`src/rtl/seqmath_pkg.sv`:
```
package seqmath_pkg;
    localparam int LAT_LONG  = 36;
    localparam int LAT_SHORT = 24;
    localparam int CTL_RIGHT = 5;
    localparam int CTL_NORM  = 6;

    typedef enum logic [2:0] {
        OP_DIV32, OP_DIV16, OP_MUL, OP_SHIFT, OP_NORM
    } op_e;

    typedef enum logic [3:0] {
        ST_IDLE, ST_A1, ST_A2, ST_A3, ST_A4, ST_A2B, ST_A4B,
        ST_B1, ST_B1A1, ST_B1A2, ST_RUN, ST_FAULT
    } seq_e;
endpackage

```
`src/rtl/seqmath_seq.sv`:
```
module seqmath_seq
    import seqmath_pkg::*;
(
    input  logic clk,
    input  logic rst_n,
    input  logic wr_a,
    input  logic wr_b,
    input  logic wr_c,
    input  logic rd_a,
    input  logic rd_b,
    input  logic clr,
    input  logic done,
    input  logic ctl_norm,
    output logic start,
    output op_e  op,
    output seq_e state
);
    seq_e nxt;
    logic any_acc;

    assign any_acc = wr_a | wr_b | wr_c | rd_a | rd_b;

    always_ff @(posedge clk) begin
        if (!rst_n) state <= ST_IDLE;
        else        state <= nxt;
    end

    always_comb begin
        nxt = state;
        unique case (state)
            ST_IDLE:  if (wr_a) nxt = ST_A1; else if (wr_b) nxt = ST_B1;
                      else if (wr_c) nxt = ST_FAULT;
            ST_A1:    if (wr_a) nxt = ST_A2; else if (any_acc) nxt = ST_FAULT;
            ST_A2:    if (wr_a) nxt = ST_A3; else if (wr_b) nxt = ST_A2B;
                      else if (any_acc) nxt = ST_FAULT;
            ST_A3:    if (wr_a) nxt = ST_A4; else if (any_acc) nxt = ST_FAULT;
            ST_A4:    if (wr_b) nxt = ST_A4B; else if (wr_c) nxt = ST_RUN;
                      else if (any_acc) nxt = ST_FAULT;
            ST_A2B,
            ST_A4B,
            ST_B1A2:  if (wr_b) nxt = ST_RUN; else if (any_acc) nxt = ST_FAULT;
            ST_B1:    if (wr_a) nxt = ST_B1A1; else if (any_acc) nxt = ST_FAULT;
            ST_B1A1:  if (wr_a) nxt = ST_B1A2; else if (any_acc) nxt = ST_FAULT;
            ST_RUN:   if (any_acc) nxt = ST_FAULT; else if (done) nxt = ST_IDLE;
            ST_FAULT: nxt = ST_FAULT;
            default:  nxt = ST_IDLE;
        endcase
        if (clr) nxt = ST_IDLE;
    end

    always_comb begin
        start = 1'b0;
        op    = OP_DIV32;
        unique case (state)
            ST_A4:   begin start = wr_c; op = ctl_norm ? OP_NORM : OP_SHIFT; end
            ST_A2B:  begin start = wr_b; op = OP_DIV16; end
            ST_A4B:  begin start = wr_b; op = OP_DIV32; end
            ST_B1A2: begin start = wr_b; op = OP_MUL;   end
            default: begin start = 1'b0; op = OP_DIV32; end
        endcase
        if (clr) start = 1'b0;
    end

    AST_FAULT_STICKY: assert property (@(posedge clk) disable iff (!rst_n)
        (state == ST_FAULT && !clr) |=> state == ST_FAULT);
    AST_CLEAR_IDLES: assert property (@(posedge clk) disable iff (!rst_n)
        clr |=> state == ST_IDLE);
    AST_START_RUNS: assert property (@(posedge clk) disable iff (!rst_n)
        start |=> state == ST_RUN);
endmodule

```
`src/rtl/seqmath_engine.sv`:
```
module seqmath_engine
    import seqmath_pkg::*;
#(
    parameter int LAT_L = LAT_LONG,
    parameter int LAT_S = LAT_SHORT
) (
    input  logic        clk,
    input  logic        rst_n,
    input  logic        start,
    input  logic        abort,
    input  op_e         op_in,
    input  logic [31:0] opa,
    input  logic [15:0] opb,
    input  logic [5:0]  ctl,
    output logic        busy,
    output logic        done,
    output logic        dz,
    output logic [31:0] res_a,
    output logic [15:0] res_b
);
    localparam int TW = $clog2(LAT_L + 1);

    op_e           op_q;
    logic [TW-1:0] timer;
    logic [5:0]    steps;
    logic [31:0]   q;
    logic [15:0]   aux, dv, mp;
    logic          right_q;
    logic [16:0]   trial, diffv;
    logic          ge;
    logic [15:0]   nrem;

    assign trial = {aux, q[31]};
    assign diffv = trial - {1'b0, dv};
    assign ge    = trial >= {1'b0, dv};
    assign nrem  = ge ? diffv[15:0] : trial[15:0];
    assign done  = busy && (timer == '0) && !abort;
    assign res_a = q;
    assign res_b = aux;

    always_ff @(posedge clk) begin
        if (!rst_n) begin
            busy <= 1'b0; dz <= 1'b0; op_q <= OP_DIV32; timer <= '0;
            steps <= '0; q <= '0; aux <= '0; dv <= '0; mp <= '0; right_q <= 1'b0;
        end else if (abort) begin
            busy <= 1'b0;
            dz   <= 1'b0;
        end else if (start) begin
            busy    <= 1'b1;
            dz      <= 1'b0;
            op_q    <= op_in;
            right_q <= ctl[CTL_RIGHT];
            timer   <= (op_in == OP_MUL || op_in == OP_DIV16) ? TW'(LAT_S - 1) : TW'(LAT_L - 1);
            aux     <= '0;
            unique case (op_in)
                OP_DIV32, OP_DIV16: begin
                    if (opb == 16'h0) begin
                        dz <= 1'b1; q <= '1; aux <= '1; steps <= '0;
                    end else begin
                        q     <= (op_in == OP_DIV32) ? opa : {opa[15:0], 16'h0};
                        dv    <= opb;
                        steps <= (op_in == OP_DIV32) ? 6'd32 : 6'd16;
                    end
                end
                OP_MUL:   begin q <= '0; dv <= opa[15:0]; mp <= opb; steps <= 6'd16; end
                OP_SHIFT: begin q <= opa; steps <= {1'b0, ctl[4:0]}; end
                OP_NORM:  begin q <= opa; steps <= 6'd31; end
                default:  steps <= '0;
            endcase
        end else if (busy) begin
            if (timer == '0) busy <= 1'b0;
            else             timer <= timer - 1'b1;
            if (steps != '0) begin
                steps <= steps - 1'b1;
                case (op_q)
                    OP_DIV32, OP_DIV16: begin q <= {q[30:0], ge}; aux <= nrem; end
                    OP_MUL: begin
                        q  <= {q[30:0], 1'b0} + (mp[15] ? {16'h0, dv} : 32'h0);
                        mp <= {mp[14:0], 1'b0};
                    end
                    OP_SHIFT: q <= right_q ? {1'b0, q[31:1]} : {q[30:0], 1'b0};
                    OP_NORM: begin
                        if (q[31]) steps <= '0;
                        else begin q <= {q[30:0], 1'b0}; aux <= aux + 1'b1; end
                    end
                    default: steps <= '0;
                endcase
            end
        end
    end

    AST_BUSY_AFTER_START: assert property (@(posedge clk) disable iff (!rst_n)
        (start && !abort) |=> busy);
    AST_BUSY_ENDS_AT_DONE: assert property (@(posedge clk) disable iff (!rst_n)
        ($fell(busy) && !$past(abort)) |-> $past(done));
    AST_ZERO_DIVISOR_ONES: assert property (@(posedge clk) disable iff (!rst_n)
        (done && dz) |-> (res_a == 32'hFFFF_FFFF && res_b == 16'hFFFF));
    AST_NORM_TOP_SET: assert property (@(posedge clk) disable iff (!rst_n)
        (done && op_q == OP_NORM && res_a != 32'h0) |-> res_a[31]);
    AST_REM_BELOW_DIVISOR: assert property (@(posedge clk) disable iff (!rst_n)
        (done && !dz && (op_q == OP_DIV32 || op_q == OP_DIV16)) |-> res_b < dv);
endmodule

```
`src/rtl/seqmath_unit.sv`:
```
module seqmath_unit
    import seqmath_pkg::*;
#(
    parameter int ADDR_W = 3,
    parameter int A_ADDR = 0,
    parameter int B_ADDR = 1,
    parameter int C_ADDR = 2,
    parameter int S_ADDR = 3,
    parameter int LAT_L  = LAT_LONG,
    parameter int LAT_S  = LAT_SHORT
) (
    input  logic              clk,
    input  logic              rst_n,
    input  logic              bus_wr,
    input  logic              bus_rd,
    input  logic [ADDR_W-1:0] bus_addr,
    input  logic [7:0]        bus_wdata,
    output logic [7:0]        bus_rdata
);
    logic        hit_a, hit_b, hit_c, hit_s;
    logic        wr_a, wr_b, wr_c, rd_a, rd_b, clr;
    logic [31:0] a_sh;
    logic [15:0] b_sh;
    logic [6:0]  cnt_reg;
    logic [1:0]  rp_a;
    logic        rp_b;
    logic        eng_start, eng_done, eng_busy, eng_dz, abort;
    logic [31:0] res_a;
    logic [15:0] res_b;
    op_e         op;
    seq_e        st;

    assign hit_a = bus_addr == ADDR_W'(A_ADDR);
    assign hit_b = bus_addr == ADDR_W'(B_ADDR);
    assign hit_c = bus_addr == ADDR_W'(C_ADDR);
    assign hit_s = bus_addr == ADDR_W'(S_ADDR);
    assign wr_a  = bus_wr & hit_a;
    assign wr_b  = bus_wr & hit_b;
    assign wr_c  = bus_wr & hit_c;
    assign rd_a  = bus_rd & hit_a;
    assign rd_b  = bus_rd & hit_b;
    assign clr   = bus_wr & hit_s & ~bus_wdata[2];
    assign abort = (st == ST_FAULT) | clr;

    seqmath_seq u_seq (
        .clk(clk), .rst_n(rst_n), .wr_a(wr_a), .wr_b(wr_b), .wr_c(wr_c),
        .rd_a(rd_a), .rd_b(rd_b), .clr(clr), .done(eng_done),
        .ctl_norm(bus_wdata[CTL_NORM]), .start(eng_start), .op(op), .state(st)
    );

    seqmath_engine #(.LAT_L(LAT_L), .LAT_S(LAT_S)) u_eng (
        .clk(clk), .rst_n(rst_n), .start(eng_start), .abort(abort), .op_in(op),
        .opa(a_sh), .opb({b_sh[7:0], bus_wdata}), .ctl(bus_wdata[5:0]),
        .busy(eng_busy), .done(eng_done), .dz(eng_dz), .res_a(res_a), .res_b(res_b)
    );

    always_ff @(posedge clk) begin
        if (!rst_n) begin
            a_sh <= '0; b_sh <= '0; cnt_reg <= '0; rp_a <= '0; rp_b <= 1'b0;
        end else begin
            if (wr_a) a_sh <= {a_sh[23:0], bus_wdata};
            if (wr_b) b_sh <= {b_sh[7:0], bus_wdata};
            if (wr_c && eng_start) cnt_reg <= bus_wdata[6:0];
            if (eng_start || eng_done) begin
                rp_a <= '0;
                rp_b <= 1'b0;
            end else if (st == ST_IDLE) begin
                if (rd_a) rp_a <= rp_a + 1'b1;
                if (rd_b) rp_b <= ~rp_b;
            end
        end
    end

    always_comb begin
        bus_rdata = 8'h00;
        if (bus_rd) begin
            if (hit_a)      bus_rdata = res_a[{rp_a, 3'b000} +: 8];
            else if (hit_b) bus_rdata = res_b[{rp_b, 3'b000} +: 8];
            else if (hit_c) bus_rdata = {1'b0, cnt_reg};
            else if (hit_s) bus_rdata = {5'b0, st == ST_FAULT, eng_dz, eng_busy};
        end
    end

    AST_UNRELATED_NO_EFFECT: assert property (@(posedge clk) disable iff (!rst_n)
        ((bus_wr | bus_rd) && !(hit_a | hit_b | hit_c | hit_s) && !eng_done)
        |=> $stable(st));
    AST_FAULT_STOPS_BUSY: assert property (@(posedge clk) disable iff (!rst_n)
        (st == ST_FAULT) |=> !eng_busy);
endmodule

```
`config.mk`:
```
export PLATFORM = sky130hd
export DESIGN_NAME = seqmath_unit
export DESIGN_NICKNAME = d
export VERILOG_FILES = /design/src/rtl/seqmath_pkg.sv /design/src/rtl/seqmath_seq.sv /design/src/rtl/seqmath_engine.sv /design/src/rtl/seqmath_unit.sv
export SDC_FILE = /design/constraint.sdc
export NUM_CORES = 1
export LEC_CHECK = 0
export CAP_MARGIN = 30
export CORE_AREA = 2 2 185 187
export CTS_CLUSTER_SIZE = 16
export DETAILED_ROUTE_END_ITERATION = 10
export DIE_AREA = 0 0 187 189
export DONT_BUFFER_PORTS = 1
export PLACE_DENSITY = 0.57
export SKIP_LAST_GASP = 1
export SYNTH_ARGS = -nofsm -noshare
export SYNTH_HDL_FRONTEND = slang
export SYNTH_SLANG_ARGS = --single-unit
```
`constraint.sdc`:
```
create_clock -name clk -period 3.4 [get_ports clk]
set_input_delay 0 -clock clk [delete_from_list [all_inputs] [get_ports clk]]
set_output_delay 0 -clock clk [all_outputs]
set_load 0.1 [all_outputs]
```
# After elaboration in Yosys (flattened, before gate mapping)
# Cells that the tools add are included.
# Widths: inputs -> output; s select.
dict set report word_totals {
  ff_bits 152
  inputBits 15
  word_cells 176
}
dict set report classes {
  magnitude_cmp 1
  eq_ne 29
  n_reduce_logical 38
  n_shift 2
  bitwise 16
  addsub 6
  muxes 67
}
# op count
set op_table {}
lappend op_table {{$mux 16} 14}
lappend op_table {{$mux 32} 7}
lappend op_table {{$pmux 32 s4} 1}
lappend op_table {{$pmux 32 s3} 1}
lappend op_table {{$pmux 16 s2} 2}
lappend op_table {{$mux 4} 15}
lappend op_table {{$mux 6} 10}
lappend op_table {{$pmux 4 s10} 1}
lappend op_table {{$add 32x32->32} 1}
lappend op_table {{$shiftx 32x6->8} 1}
lappend op_table {{$mux 8} 3}
lappend op_table {{$pmux 6 s4} 1}
lappend op_table {{$eq 3x2->1 const B} 6}
lappend op_table {{$ge 17x16->1} 1}
lappend op_table {{$add 16x1->16 const B} 1}
lappend op_table {{$eq 4x3->1 const B} 4}
lappend op_table {{$eq 4x4->1 const B} 4}
lappend op_table {{$logic_not 16->1} 1}
lappend op_table {{$shiftx 16x5->8} 1}
lappend op_table {{$sub 16x16->16} 1}
lappend op_table {{$reduce_and 5->1} 3}
lappend op_table {{$pmux 6 s2} 1}
lappend op_table {{$reduce_or 2->1} 6}
lappend op_table {{$sub 6x1->6 const B} 2}
lappend op_table {{35 further kinds} 71}

# Logic depth before layout (Yosys ltp)
# Gate-level depths: netlist of the first run.
dict set report depth {
  ltp_word 10
  ltp_mapped 11
  mapped_depth_nobuf 10
}

# By module
# From an unflattened synthesis of the first run, not the netlist that was laid out.
dict set report hier_totals {
  hier_cells 1502
  hier_area_um2 11423.5
}
# mod area_each_um2 cells_each n_inst
set modules_own_cells {}
lappend modules_own_cells {seqmath_engine 8365.5 1133 1}
lappend modules_own_cells {seqmath_unit 2373.5 283 1}
lappend modules_own_cells {seqmath_seq 684.4 86 1}

# Least setup slack after synthesis of the first run
# Ideal clock, no wire load.
dict set report synth_path {
  path_type {flip-flop to output port}
  startpoint {register u_eng.q[15] (netlist: u_eng.res_a[15])}
  endpoint {output bus_rdata[7]}
  t_arrival_ns 5.595
  path_stages_with_launch 5
  path_slack_ns -2.195
  cell_sequence {dfxtp_1 clkbuf_1 mux4_2 nor2_1 a2111oi_0}
}
dict set report synth_between {
  elab_chain_cells 3
}
# item line_no
set synth_rtl {}
lappend synth_rtl {{start: declaration} seqmath_engine.sv:26} ;# logic [31:0] q;
lappend synth_rtl {{start signal: assignment} seqmath_engine.sv:60} ;# q <= (op_in == OP_DIV32) ? opa : {opa[15:0], 16'h0};
lappend synth_rtl {{start signal: assignment} seqmath_engine.sv:66} ;# OP_SHIFT: begin q <= opa; steps <= {1'b0, ctl[4:0]}; end
lappend synth_rtl {{start signal: assignment} seqmath_engine.sv:76} ;# OP_DIV32, OP_DIV16: begin q <= {q[30:0], ge}; aux <= nrem; end
lappend synth_rtl {{$shiftx 32x6->8} seqmath_unit.sv:77} ;# if (hit_a) bus_rdata = res_a[{rp_a, 3'b000} +: 8];
lappend synth_rtl {{$mux 8} seqmath_unit.sv:77}
lappend synth_rtl {{$mux 8} seqmath_unit.sv:76} ;# if (bus_rd) begin
lappend synth_rtl {{end: declaration} seqmath_unit.sv:18} ;# output logic [7:0] bus_rdata
# No other way between the ends.

# Worst setup path in the final report of the first run
dict set report layout_path {
  startpoint {register u_eng.mp[15]}
  endpoint {register u_eng.q[23] (netlist: u_eng.res_a[23])}
}
dict set report layout_between {
  elab_chain_cells 6
}
# item line_no
set layout_rtl {}
lappend layout_rtl {{start: declaration} seqmath_engine.sv:27} ;# logic [15:0] aux, dv, mp;
lappend layout_rtl {{start signal: assignment} seqmath_engine.sv:79} ;# mp <= {mp[14:0], 1'b0};
lappend layout_rtl {{$mux 16} seqmath_engine.sv:78} ;# q <= {q[30:0], 1'b0} + (mp[15] ? {16'h0, dv} : 32'h0);
lappend layout_rtl {{$add 32x32->32} seqmath_engine.sv:78}
lappend layout_rtl {{$pmux 32 s4} seqmath_engine.sv:75} ;# case (op_q)
lappend layout_rtl {{$mux 32} seqmath_engine.sv:73} ;# if (steps != '0) begin
lappend layout_rtl {{$mux 32} seqmath_engine.sv:70} ;# end else if (busy) begin
lappend layout_rtl {{$mux 32} seqmath_engine.sv:48} ;# end else if (start) begin
lappend layout_rtl {{end signal: assignment} seqmath_engine.sv:76}
lappend layout_rtl {{end signal: assignment} seqmath_engine.sv:78}
lappend layout_rtl {{end signal: assignment} seqmath_engine.sv:81} ;# OP_SHIFT: q <= right_q ? {1'b0, q[31:1]} : {q[30:0], 1'b0};
# No other way between the ends. The select of a mux whose other input is x is not followed.
# A chain may end at the register's enable or synchronous reset.

==> results of run 1 <==
-- layout make-up --
cell class	count	area (µm²)	share of cell area, %
inverter	39	148.9	1.164
clock buffer	18	429.2	3.355
antenna	1	2.502	0.01956
timing repair buffer	77	686.9	5.370
multi-input combinational	1225	7744	60.53
sequential	152	3043	23.79
tap	448	560.5	4.382
clock inverter	14	177.7	1.389
-- synth_stat cells, drive strengths merged, types with 14 or more instances --
| cell type | n | area share (%) |
|---|---|---|
| a21oi | 159 | 7.0 |
| a221oi | 14 | 1.1 |
| a311oi | 37 | 4.2 |
| a31oi | 25 | 1.4 |
| and2 | 28 | 1.5 |
| buf | 47 | 2.6 |
| clkbuf | 74 | 2.4 |
| dfxtp | 152 | 27 |
| ha | 35 | 3.8 |
| inv | 38 | 1.2 |
| mux2i | 15 | 1.3 |
| nand2 | 260 | 8.5 |
| nand2b | 21 | 1.1 |
| nand3 | 33 | 1.5 |
| nor2 | 137 | 4.7 |
| nor2b | 14 | 0.76 |
| nor3 | 31 | 1.4 |
| nor4 | 14 | 0.76 |
| o211ai | 21 | 1.4 |
| o21ai | 99 | 4.4 |
| o31ai | 17 | 1.4 |
| xor2 | 19 | 1.5 |
-- worst min-delay path: cells and delay by family --
kind,cells,cell delay [ns]
simple gates,3,0.19
compound gates,2,0.24
-- layer usage --
metal	share of wire [%]	global-route usage [%]	wire, µm
met3	9.4	4.263	4057
met1	43	33.45	18840
met2	44	37.52	19180
met4	2.9	8.913	1235
met5	0	0	0
-- how the worst min path moves through the flow --
stage,endpoint,from,slack [ns]
2_1_floorplan,cnt_reg[3],bus_wdata[3],0.14
3_3_place_gp,u_eng.res_a[8],rst_n,0.13
3_5_place_dp,u_eng.res_a[8],rst_n,0.13
4_1_cts,u_eng.steps[0],rst_n,0.04
5_1_grt,u_eng.steps[5],rst_n,0.07
6_report,u_seq.state[0],bus_addr[1],0.04
-- cell families (layout without fill, tap and decap cells) --
| group | after synthesis | after routing |
|---|---|---|
| flops | 152 | 152 |
| compound gates | 515 | 515 |
| xor+xnor | 31 | 31 |
| mux | 28 | 28 |
| simple gates | 614 | 614 |
| other cells | 0 | 1 |
| fa+ha+maj | 37 | 37 |
| buf+inv | 160 | 148 |
-- timing repair --
action                                 4_1_cts  5_1_grt
hold buffers                                17        0
endpoints found under the hold margin       90        0
buffers inserted                             0        0
-- power groups by stage --
stage                     registers, mW  logic, mW  clock network [mW]
after detailed placement           1.92      0.898                   0
after CTS                          1.88      0.942                2.04
after floorplan                    1.89      0.676                   0
final                              1.89      0.962                2.03
after global routing               1.89       1.04                2.12
after global placement             1.92      0.898                   0
-- per-stage QoR --
step | area (µm²) | instances | utilization [%] | hold WS (ns)
after global routing | 12790 | 1974 | 38.44 | 0.07201
after detailed placement | 12000 | 1924 | 36.07 | 0.1340
final | 12790 | 1974 | 38.44 | 0.03719
after floorplan | 11480 | 1537 | - | 0.1360
after CTS | 12790 | 1973 | 38.43 | 0.03513
after global placement | 11960 | 1922 | 35.95 | 0.1313
==> run metrics, run 1 <==
synthesized-area fraction occupied by ao, oa, aoi and oai cells 31.66%; overall power consumption 4.873 mW; headroom to the max-slew limit 30.71%; launching element type of the critical path register; share of synthesized cell area in full adder, half adder and majority cells 4.167%; source-to-sink clock delay at the later pin of the worst-skew pair 0.45 ns; post-detailed-routing wire length 43.32 mm; routed vias 12,190; number of top-level design ports 23; vias in the first global route 11,200; final critical path time including I/O delays and setup 3.222 ns; mux contribution to synthesized area 3.567%; critical path data arrival time 3.53 ns; quantity of I/O buffers inserted on ports 0; Critical Path Most Common Cell sky130_fd_sc_hd__a21oi_1; launch point of the critical path u_eng.mp[15]; highest cell delay on the worst timing path 0.44 ns; top library cells by usage in the layout, fill and taps aside sky130_fd_sc_hd__nand2_1, sky130_fd_sc_hd__a21oi_1, sky130_fd_sc_hd__dfxtp_1; endpoints failing hold 0; flop and latch count out of synthesis 152; number of violations reported at the end of detailed-routing iteration 0 1,640; class of the most critical hold timing path in2reg; net count after synthesis 1,589; highest attainable clock frequency 310.3 MHz; TritonCTS clock tree built; maximum number of pins on one net before global-route repair 68; Syn Area/Cell 7.463 µm²; count of pins over their slew limit 0; GRT Residual Overflow 0; Total Nets Final 1,564; Worst Setup EP u_eng.res_a[23]; pre-CTS worst setup slack 0.2948 ns; number of gates on the worst path with buffers counted 10; cell family contributing the most delay on the critical path compound AO/OA/AOI/OAI gates; leakage power of the design 4.294 nW; Buffers & Inverters on Critical Path 1; number of stages on the worst hold path 5; H-Tree Depth 4; fraction of the mapped netlist area in simple logic gates 25.37%; initial core utilization 34.47%; clock-pin slew on the worst setup and hold paths 0.08 ns; xor and xnor fraction of the mapped netlist area 2.367%; placed wire-length estimate 30.58 mm; via count normalized by instance count 6.175; first-pass GRT wire length 66.68 mm; layout overhead on the synthesized area 11.52%; leading cell type in the layout, fill and taps excluded sky130_fd_sc_hd__nand2_1; measured slew at the worst slew-check pin 1.030 ns; Core Rows 67; share of synthesized registers carrying an async set or reset 0%; RSZ-0062 raised after global routing false; setup slack on the worst flop-to-flop path 0.18 ns; type of the setup path with the least slack reg2reg; Syn Std Cell Area 11,470 µm²; Longest Clk Path Bufs 2; clk sink count 152; Resize count post-CTS 0; depth of the worst register-to-register path 10; fraction of the cycle the final worst path needs 94.77%; Remaining DRCs 0; overall fraction of global-route tracks in use 24.15%; WL per Instance 21.94 µm; Post-synth top flop sky130_fd_sc_hd__dfxtp_1; share of total power consumed by net switching 32.99%; clock skew after layout 0.02202 ns; cells along the critical path buf_4 > and2_1 > ha_1 > a21oi_1 > a211oi_1 > o211ai_1 > nand4b_1 > a21oi_1 > nor4_1 > a2111oi_0; Clock Root Buffer sky130_fd_sc_hd__clkbuf_16; filler cell count 3,485; TritonCTS buffer count 17; Psw 1.608 mW; cells after synthesis 1,537; height of the die 189 µm; number of enable flip-flop cells after synthesis 0; largest family of logic cells by synthesized area compound AO/OA/AOI/OAI gates; TritonRoute pass-1 iters 5; internal power contribution 3.265 mW; width of the die 187 µm; power per unit of standard cell area 380.9 nW/µm²; antenna violations before repair 2; share of synthesized area occupied by flip-flops and latches 26.53%; Die Footprint 35,340 µm²; Sequential Power Share 38.7%; gp weighted congestion 0.8977; Maximum Capacitance Violations 0; fraction of final layout cells with drive strength greater than 1 10.89%; endpoint class of the critical path register; required time worst endpoint 3.71 ns; maximum net fanout on the critical path 15; post-route antenna net violation count 0; worst path setup slack after routing 0.1778 ns; final number of setup-violating endpoints 0; capturing point of the worst reg2reg path u_eng.res_a[23]; start of the worst register-to-register path u_eng.mp[15]; VDD IR-drop max 350.2 µV; master of the slowest instance on the critical path sky130_fd_sc_hd__a2111oi_0; result of the run finished, final reports clean; clock share of power 41.6%; post-synthesis cell type count 103; synth warn 0; combinational group share of total power 19.7%; CORE AREA 33,280 µm²; sum of negative setup slack 0 ns
No activity file was read; power rests on OpenSTA's default activity.
==> run 2: changes to the inputs <==
MAX_ROUTING_LAYER = met4   (was unset)
==> run 2 against run 1 <==
Largest power group unchanged. Cell area is 0.19% lower. Power is 2.1% lower. Global-route usage is 0.89 points higher. Clock power is 5% lower. Clock-buffer cell count is 1 lower. Via count is 1.5% lower. Non-clock buffer count is 2 lower. Sequential cell count stayed put. Clock skew is 0.0017 ns lower. Critical path depth stayed put. Final cell count is 0.10% lower.
==> run metrics, run 2 (synthesis gave the netlist of run 1 again) <==
cells along the critical path buf_4 > and2_1 > ha_1 > a21oi_1 > o211ai_1 > o211ai_1 > nand4b_1 > a21oi_1 > nor4_1 > a2111oi_0 (was buf_4 > and2_1 > ha_1 > a21oi_1 > a211oi_1 > o211ai_1 > nand4b_1 > a21oi_1 > nor4_1 > a2111oi_0); combinational group share of total power 19.6% (was 19.7%); number of top-level design ports 23 (unchanged); Core Rows 67 (unchanged); TritonRoute pass-1 iters 5 (unchanged); layout overhead on the synthesized area 11.31% (was 11.52%); measured slew at the worst slew-check pin 1.017 ns (was 1.030 ns); Total Nets Final 1,562 (was 1,564); number of violations reported at the end of detailed-routing iteration 0 1,405 (was 1,640); clock share of power 40.4% (was 41.6%); total cell area at the placement stage 12,030 µm² (was 12,000 µm²); sum of negative setup slack 0 ns (unchanged); fraction of final layout cells with drive strength greater than 1 11.03% (was 10.89%); TritonCTS buffer count 17 (unchanged); highest attainable clock frequency 319.0 MHz (was 310.3 MHz); height of the die 189 µm (unchanged); clock-pin slew on the worst setup and hold paths 0.08 ns (about the same); Clock Root Buffer sky130_fd_sc_hd__clkbuf_16 (unchanged); routed vias 12,010 (was 12,190); headroom to the max-slew limit 31.54% (was 30.71%); VDD IR-drop max 375.2 µV (was 350.2 µV); Maximum Capacitance Violations 0 (unchanged); final number of setup-violating endpoints 0 (unchanged); Sequential Power Share 40.0% (was 38.7%); TritonCTS clock tree built (unchanged); filler-free cell count of the finished design 1,972 (was 1,974); master of the slowest instance on the critical path sky130_fd_sc_hd__nand4b_1 (was sky130_fd_sc_hd__a2111oi_0); cts hold-fix bufs 14 (was 17); top library cells by usage in the layout, fill and taps aside sky130_fd_sc_hd__nand2_1, sky130_fd_sc_hd__a21oi_1, sky130_fd_sc_hd__dfxtp_1 (unchanged); gp weighted congestion 0.9355 (was 0.8977); count of pins over their slew limit 0 (unchanged); internal power contribution 3.118 mW (was 3.265 mW); area of all placed cells without fillers 12,770 µm² (was 12,790 µm²); endpoint class of the critical path register (unchanged); maximum net fanout on the critical path 15 (unchanged); highest cell delay on the worst timing path 0.44 ns (about the same); type of the setup path with the least slack reg2reg (unchanged); number of gates on the worst path with buffers counted 10 (unchanged); worst hold slack 0.02398 ns (was 0.03719 ns); leakage power of the design 4.287 nW (was 4.294 nW); depth of the worst register-to-register path 10 (unchanged); share of total power consumed by net switching 34.62% (was 32.99%); fraction of the cycle the final worst path needs 92.19% (was 94.77%); Psw 1.651 mW (was 1.608 mW); clock skew after layout 0.02030 ns (was 0.02202 ns); Remaining DRCs 0 (unchanged); overall power consumption 4.769 mW (was 4.873 mW); post-detailed-routing wire length 43.21 mm (was 43.32 mm); source-to-sink clock delay at the later pin of the worst-skew pair 0.46 ns (was 0.45 ns); vias in the first global route 11,200 (about the same); leading cell type in the layout, fill and taps excluded sky130_fd_sc_hd__nand2_1 (unchanged); final core utilization 38.37% (was 38.44%); Resize count post-CTS 0 (unchanged); cell family contributing the most delay on the critical path compound AO/OA/AOI/OAI gates (unchanged); maximum number of pins on one net before global-route repair 65 (was 68); first-pass GRT wire length 67.14 mm (was 66.68 mm); initial core utilization 34.47% (unchanged); clk sink count 152 (unchanged); Die Footprint 35,340 µm² (unchanged); result of the run finished, final reports clean (unchanged); quantity of I/O buffers inserted on ports 0 (unchanged); class of the most critical hold timing path in2reg (unchanged); overall fraction of global-route tracks in use 25.04% (was 24.15%); WL per Instance 21.91 µm (was 21.94 µm); final critical path time including I/O delays and setup 3.134 ns (was 3.222 ns); endpoints failing hold 0 (unchanged); worst path setup slack after routing 0.2657 ns (was 0.1778 ns); launching element type of the critical path register (unchanged); postcts setup bufs 0 (unchanged); placed wire-length estimate 30.72 mm (was 30.58 mm); GRT Residual Overflow 0 (unchanged); antenna violations before repair 1 (was 2); H-Tree Depth 4 (unchanged); width of the die 187 µm (unchanged); post-route antenna net violation count 0 (unchanged); number of stages on the worst hold path 4 (was 5); Longest Clk Path Bufs 2 (unchanged); pre-CTS worst setup slack 0.3428 ns (was 0.2948 ns); CORE AREA 33,280 µm² (unchanged); placed cell count 1,925 (was 1,924); power per unit of standard cell area 373.5 nW/µm² (was 380.9 nW/µm²); critical path data arrival time 3.47 ns (was 3.53 ns); Buffers & Inverters on Critical Path 1 (unchanged); required time worst endpoint 3.73 ns (was 3.71 ns); via count normalized by instance count 6.089 (was 6.175); RSZ-0062 raised after global routing false (unchanged)
==> run 2: layout make-up <==
| cell class | count | area, µm² |
|---|---|---|
| fillers | 3460 | 20510 |
| multi-input cells | 1225 | 7744 |
| flip-flops and latches | 152 | 3043 |
| repair buffers | 75 | 684.4 |
| well taps | 448 | 560.5 |
| clock buffers | 17 | 425.4 |
| clock inverters | 15 | 160.2 |
| inverters | 39 | 148.9 |
| diodes | 1 | 2.502 |
==> run 2: worst reg2reg max path: stages, from the launching register on <==
cell and delay (ns):
sky130_fd_sc_hd__dfxtp_1 0.33, sky130_fd_sc_hd__buf_4 0.19, sky130_fd_sc_hd__and2_1 0.19, sky130_fd_sc_hd__ha_1 0.33, sky130_fd_sc_hd__a21oi_1 0.24, sky130_fd_sc_hd__o211ai_1 0.16
sky130_fd_sc_hd__o211ai_1 0.42, sky130_fd_sc_hd__nand4b_1 0.45, sky130_fd_sc_hd__a21oi_1 0.27, sky130_fd_sc_hd__nor4_1 0.07, sky130_fd_sc_hd__a2111oi_0 0.37
==> run 2: routing by layer <==
metal / vias to the layer above / GRT usage, % / part of all wire (%)
li1: 5607 / - / -
met1: 5774 / 34.14 / 45
met2: 547 / 36.57 / 43
met3: 79 / 4.838 / 8.8
met4: 0 / 9.371 / 3.2
met5: - / - / 0
==> run 2: worst paths after layout <==
path | from | to | slack, ns
worst min-delay path | bus_wdata[6] | u_eng.steps[4] | 0.02
worst max register to register | u_eng.mp[15] | u_eng.res_a[23] | 0.27
worst max-delay path | u_eng.mp[15] | u_eng.res_a[23] | 0.27
worst min register to register | cnt_reg[4] | cnt_reg[4] | 0.45
==> run 2: power by group through the flow <==
stage                     registers [mW]  logic [mW]  clock network (mW)
final                               1.91       0.935                1.93
after global routing                1.92        1.01                2.02
after CTS                           1.90       0.914                1.95
after detailed placement            1.94       0.870                   0
after global placement              1.94       0.865                   0
after floorplan                     1.89       0.676                   0
==> run 3: changes to the inputs <==
CORE_AREA = 2 2 163 165   (was 2 2 185 187)
DIE_AREA = 0 0 165 167   (was 0 0 187 189)
PLACE_DENSITY = 0.68   (was 0.57)
==> run 3 against run 2 <==
Fmax up 1.3%. Critical path depth down 2. Power up 3.1%. Critical path type unchanged. Critical endpoint is now u_eng.res_b[2]. Largest power group unchanged.
==> run metrics, run 3 (synthesis gave the netlist of run 1 again) <==
result of the run finished, final reports clean (unchanged); layout overhead on the synthesized area 9.969% (was 11.31%); final number of setup-violating endpoints 0 (unchanged); fraction of the cycle the final worst path needs 90.99% (was 92.19%); power per unit of standard cell area 389.8 nW/µm² (was 373.5 nW/µm²); TritonRoute pass-1 iters 8 (was 5); post-detailed-routing wire length 40.14 mm (was 43.21 mm); setup slack on the worst flop-to-flop path 0.31 ns (was 0.27 ns); headroom to the max-slew limit 22.16% (was 31.54%); Total Nets Final 1,556 (was 1,562); clock-pin slew on the worst setup and hold paths 0.08 ns (about the same); capturing point of the worst reg2reg path u_eng.res_b[2] (was u_eng.res_a[23]); vias in the first global route 10,870 (was 11,200); clock skew after layout 0.01272 ns (was 0.02030 ns); first-pass GRT wire length 62.60 mm (was 67.14 mm); placed wire-length estimate 28.50 mm (was 30.72 mm); GRT Residual Overflow 0 (unchanged); TritonCTS clock tree built (unchanged); leading cell type in the layout, fill and taps excluded sky130_fd_sc_hd__nand2_1 (unchanged); placed cell count 1,805 (was 1,925); critical path data arrival time 3.45 ns (was 3.47 ns); depth of the worst register-to-register path 8 (was 10); launching element type of the critical path register (unchanged); count of pins over their slew limit 0 (unchanged); highest attainable clock frequency 323.2 MHz (was 319.0 MHz); postcts setup bufs 0 (unchanged); worst hold slack 0.007594 ns (was 0.02398 ns); sum of negative setup slack 0 ns (unchanged); maximum number of pins on one net before global-route repair 52 (was 65); filler-free cell count of the finished design 1,852 (was 1,972); required time worst endpoint 3.75 ns (was 3.73 ns); H-Tree Depth 4 (unchanged); clk sink count 152 (unchanged); endpoint class of the critical path register (unchanged); width of the die 165 µm (was 187 µm); Maximum Capacitance Violations 0 (unchanged); post-route antenna net violation count 0 (unchanged); VDD IR-drop max 297.2 µV (was 375.2 µV); type of the setup path with the least slack reg2reg (unchanged); number of violations reported at the end of detailed-routing iteration 0 1,620 (was 1,405); Die Footprint 27,560 µm² (was 35,340 µm²); Remaining DRCs 0 (unchanged); class of the most critical hold timing path in2reg (unchanged); height of the die 167 µm (was 189 µm); leakage power of the design 4.275 nW (was 4.287 nW); # diodes 0 (was 1); source-to-sink clock delay at the later pin of the worst-skew pair 0.44 ns (was 0.46 ns); number of top-level design ports 23 (unchanged); Clock Root Buffer sky130_fd_sc_hd__clkbuf_16 (unchanged); measured slew at the worst slew-check pin 1.157 ns (was 1.017 ns); start of the worst register-to-register path u_seq.state[0] (was u_eng.mp[15]); Longest Clk Path Bufs 2 (unchanged); antenna violations before repair 1 (unchanged); WL per Instance 21.67 µm (was 21.91 µm); overall fraction of global-route tracks in use 29.74% (was 25.04%); RSZ-0062 raised after global routing false (unchanged); final critical path time including I/O delays and setup 3.094 ns (was 3.134 ns); fraction of final layout cells with drive strength greater than 1 10.68% (was 11.03%); routed vias 12,160 (was 12,010); initial core utilization 44.52% (was 34.47%); top library cells by usage in the layout, fill and taps aside sky130_fd_sc_hd__nand2_1, sky130_fd_sc_hd__a21oi_1, sky130_fd_sc_hd__dfxtp_1 (unchanged); gp weighted congestion 0.9828 (was 0.9355); launch point of the critical path u_seq.state[0] (was u_eng.mp[15]); CORE AREA 25,760 µm² (was 33,280 µm²); TritonCTS buffer count 17 (unchanged); Core Rows 59 (was 67); quantity of I/O buffers inserted on ports 0 (unchanged); maximum net fanout on the critical path 17 (was 15); via count normalized by instance count 6.563 (was 6.089); Worst Setup EP u_eng.res_b[2] (was u_eng.res_a[23]); endpoints failing hold 0 (unchanged)
[run 3: cell types whose count changed in the layout (fill, tap and decap cells not counted), moves of 2 or more]
cell | before | now
sky130_fd_sc_hd__clkinvlp_4 | 2 | 0
sky130_fd_sc_hd__inv_8 | 2 | 6
sky130_fd_sc_hd__clkinv_8 | 4 | 2
sky130_fd_sc_hd__buf_4 | 56 | 50
sky130_fd_sc_hd__bufinv_16 | 0 | 2
[run 3: final cells by class]
type / count / area (µm²)
Multi-Input combinational cell: 1225 / 7744
Clock inverter: 15 / 200.2
Inverter: 39 / 148.9
Sequential cell: 152 / 3044
Timing Repair Buffer: 69 / 633.1
Fill cell: 2502 / 13150
Clock buffer: 17 / 425.4
Tap cell: 335 / 419.2
[run 3: how the worst min path moves through the flow]
stage,from,endpoint,slack [ns],depth (start not counted)
after floorplan,bus_wdata[3],cnt_reg[3],0.14,2
after global placement,rst_n,u_eng.res_b[12],0.14,1
after detailed placement,rst_n,u_eng.res_a[8],0.14,1
after CTS,bus_addr[0],u_seq.state[0],0.02,5
after global routing,bus_rd,u_seq.state[0],0.07,5
final,bus_addr[0],u_seq.state[0],0.008,5
[run 3: routing by layer]
metal / routed length [µm] / vias up / GRT usage, %
met5: 0 / - / -
met4: 1732 / 0 / 10.74
met3: 3974 / 126 / 5.430
met2: 17620 / 717 / 44.64
met1: 16820 / 5726 / 39.87
li1: - / 5586 / -
[run 3: timing repair]
item                                   4_1_cts  5_1_grt
gates resized for setup                      0        1
hold buffers                                15        0
endpoints found under the hold margin      118        0
setup endpoints to repair                    0        1
[run 3: critical path: stages (launching register included)]
cell                       delay [ns]
sky130_fd_sc_hd__dfxtp_1         0.67
sky130_fd_sc_hd__buf_4           0.27
sky130_fd_sc_hd__nand4b_1        0.21
sky130_fd_sc_hd__o31ai_4         0.23
sky130_fd_sc_hd__nor4b_2         0.23
sky130_fd_sc_hd__nor2_1          0.72
sky130_fd_sc_hd__a21oi_1         0.26
sky130_fd_sc_hd__a21o_1          0.22
sky130_fd_sc_hd__a41oi_1         0.20
[run 3: where the power goes]
| part | total, mW | switching, mW | internal [mW] |
|---|---|---|---|
| combinational | 0.929 | 0.589 | 0.340 |
| clock | 2.08 | 0.943 | 1.13 |
| sequential | 1.91 | 0.0982 | 1.81 |
[run 3: metrics by stage]
step / util, % / cell area, µm² / total power, mW / worst slack [ns]
after detailed placement: 45.91 / 11830 / 2.814 / 0.3307
final: 48.96 / 12610 / 4.917 / 0.3063
after global routing: 48.96 / 12610 / 5.076 / 0.06994
after CTS: 48.96 / 12610 / 4.892 / 0.3032
after floorplan: - / 11480 / 2.566 / 0.1244
after global placement: 45.58 / 11740 / 2.797 / 0.3828
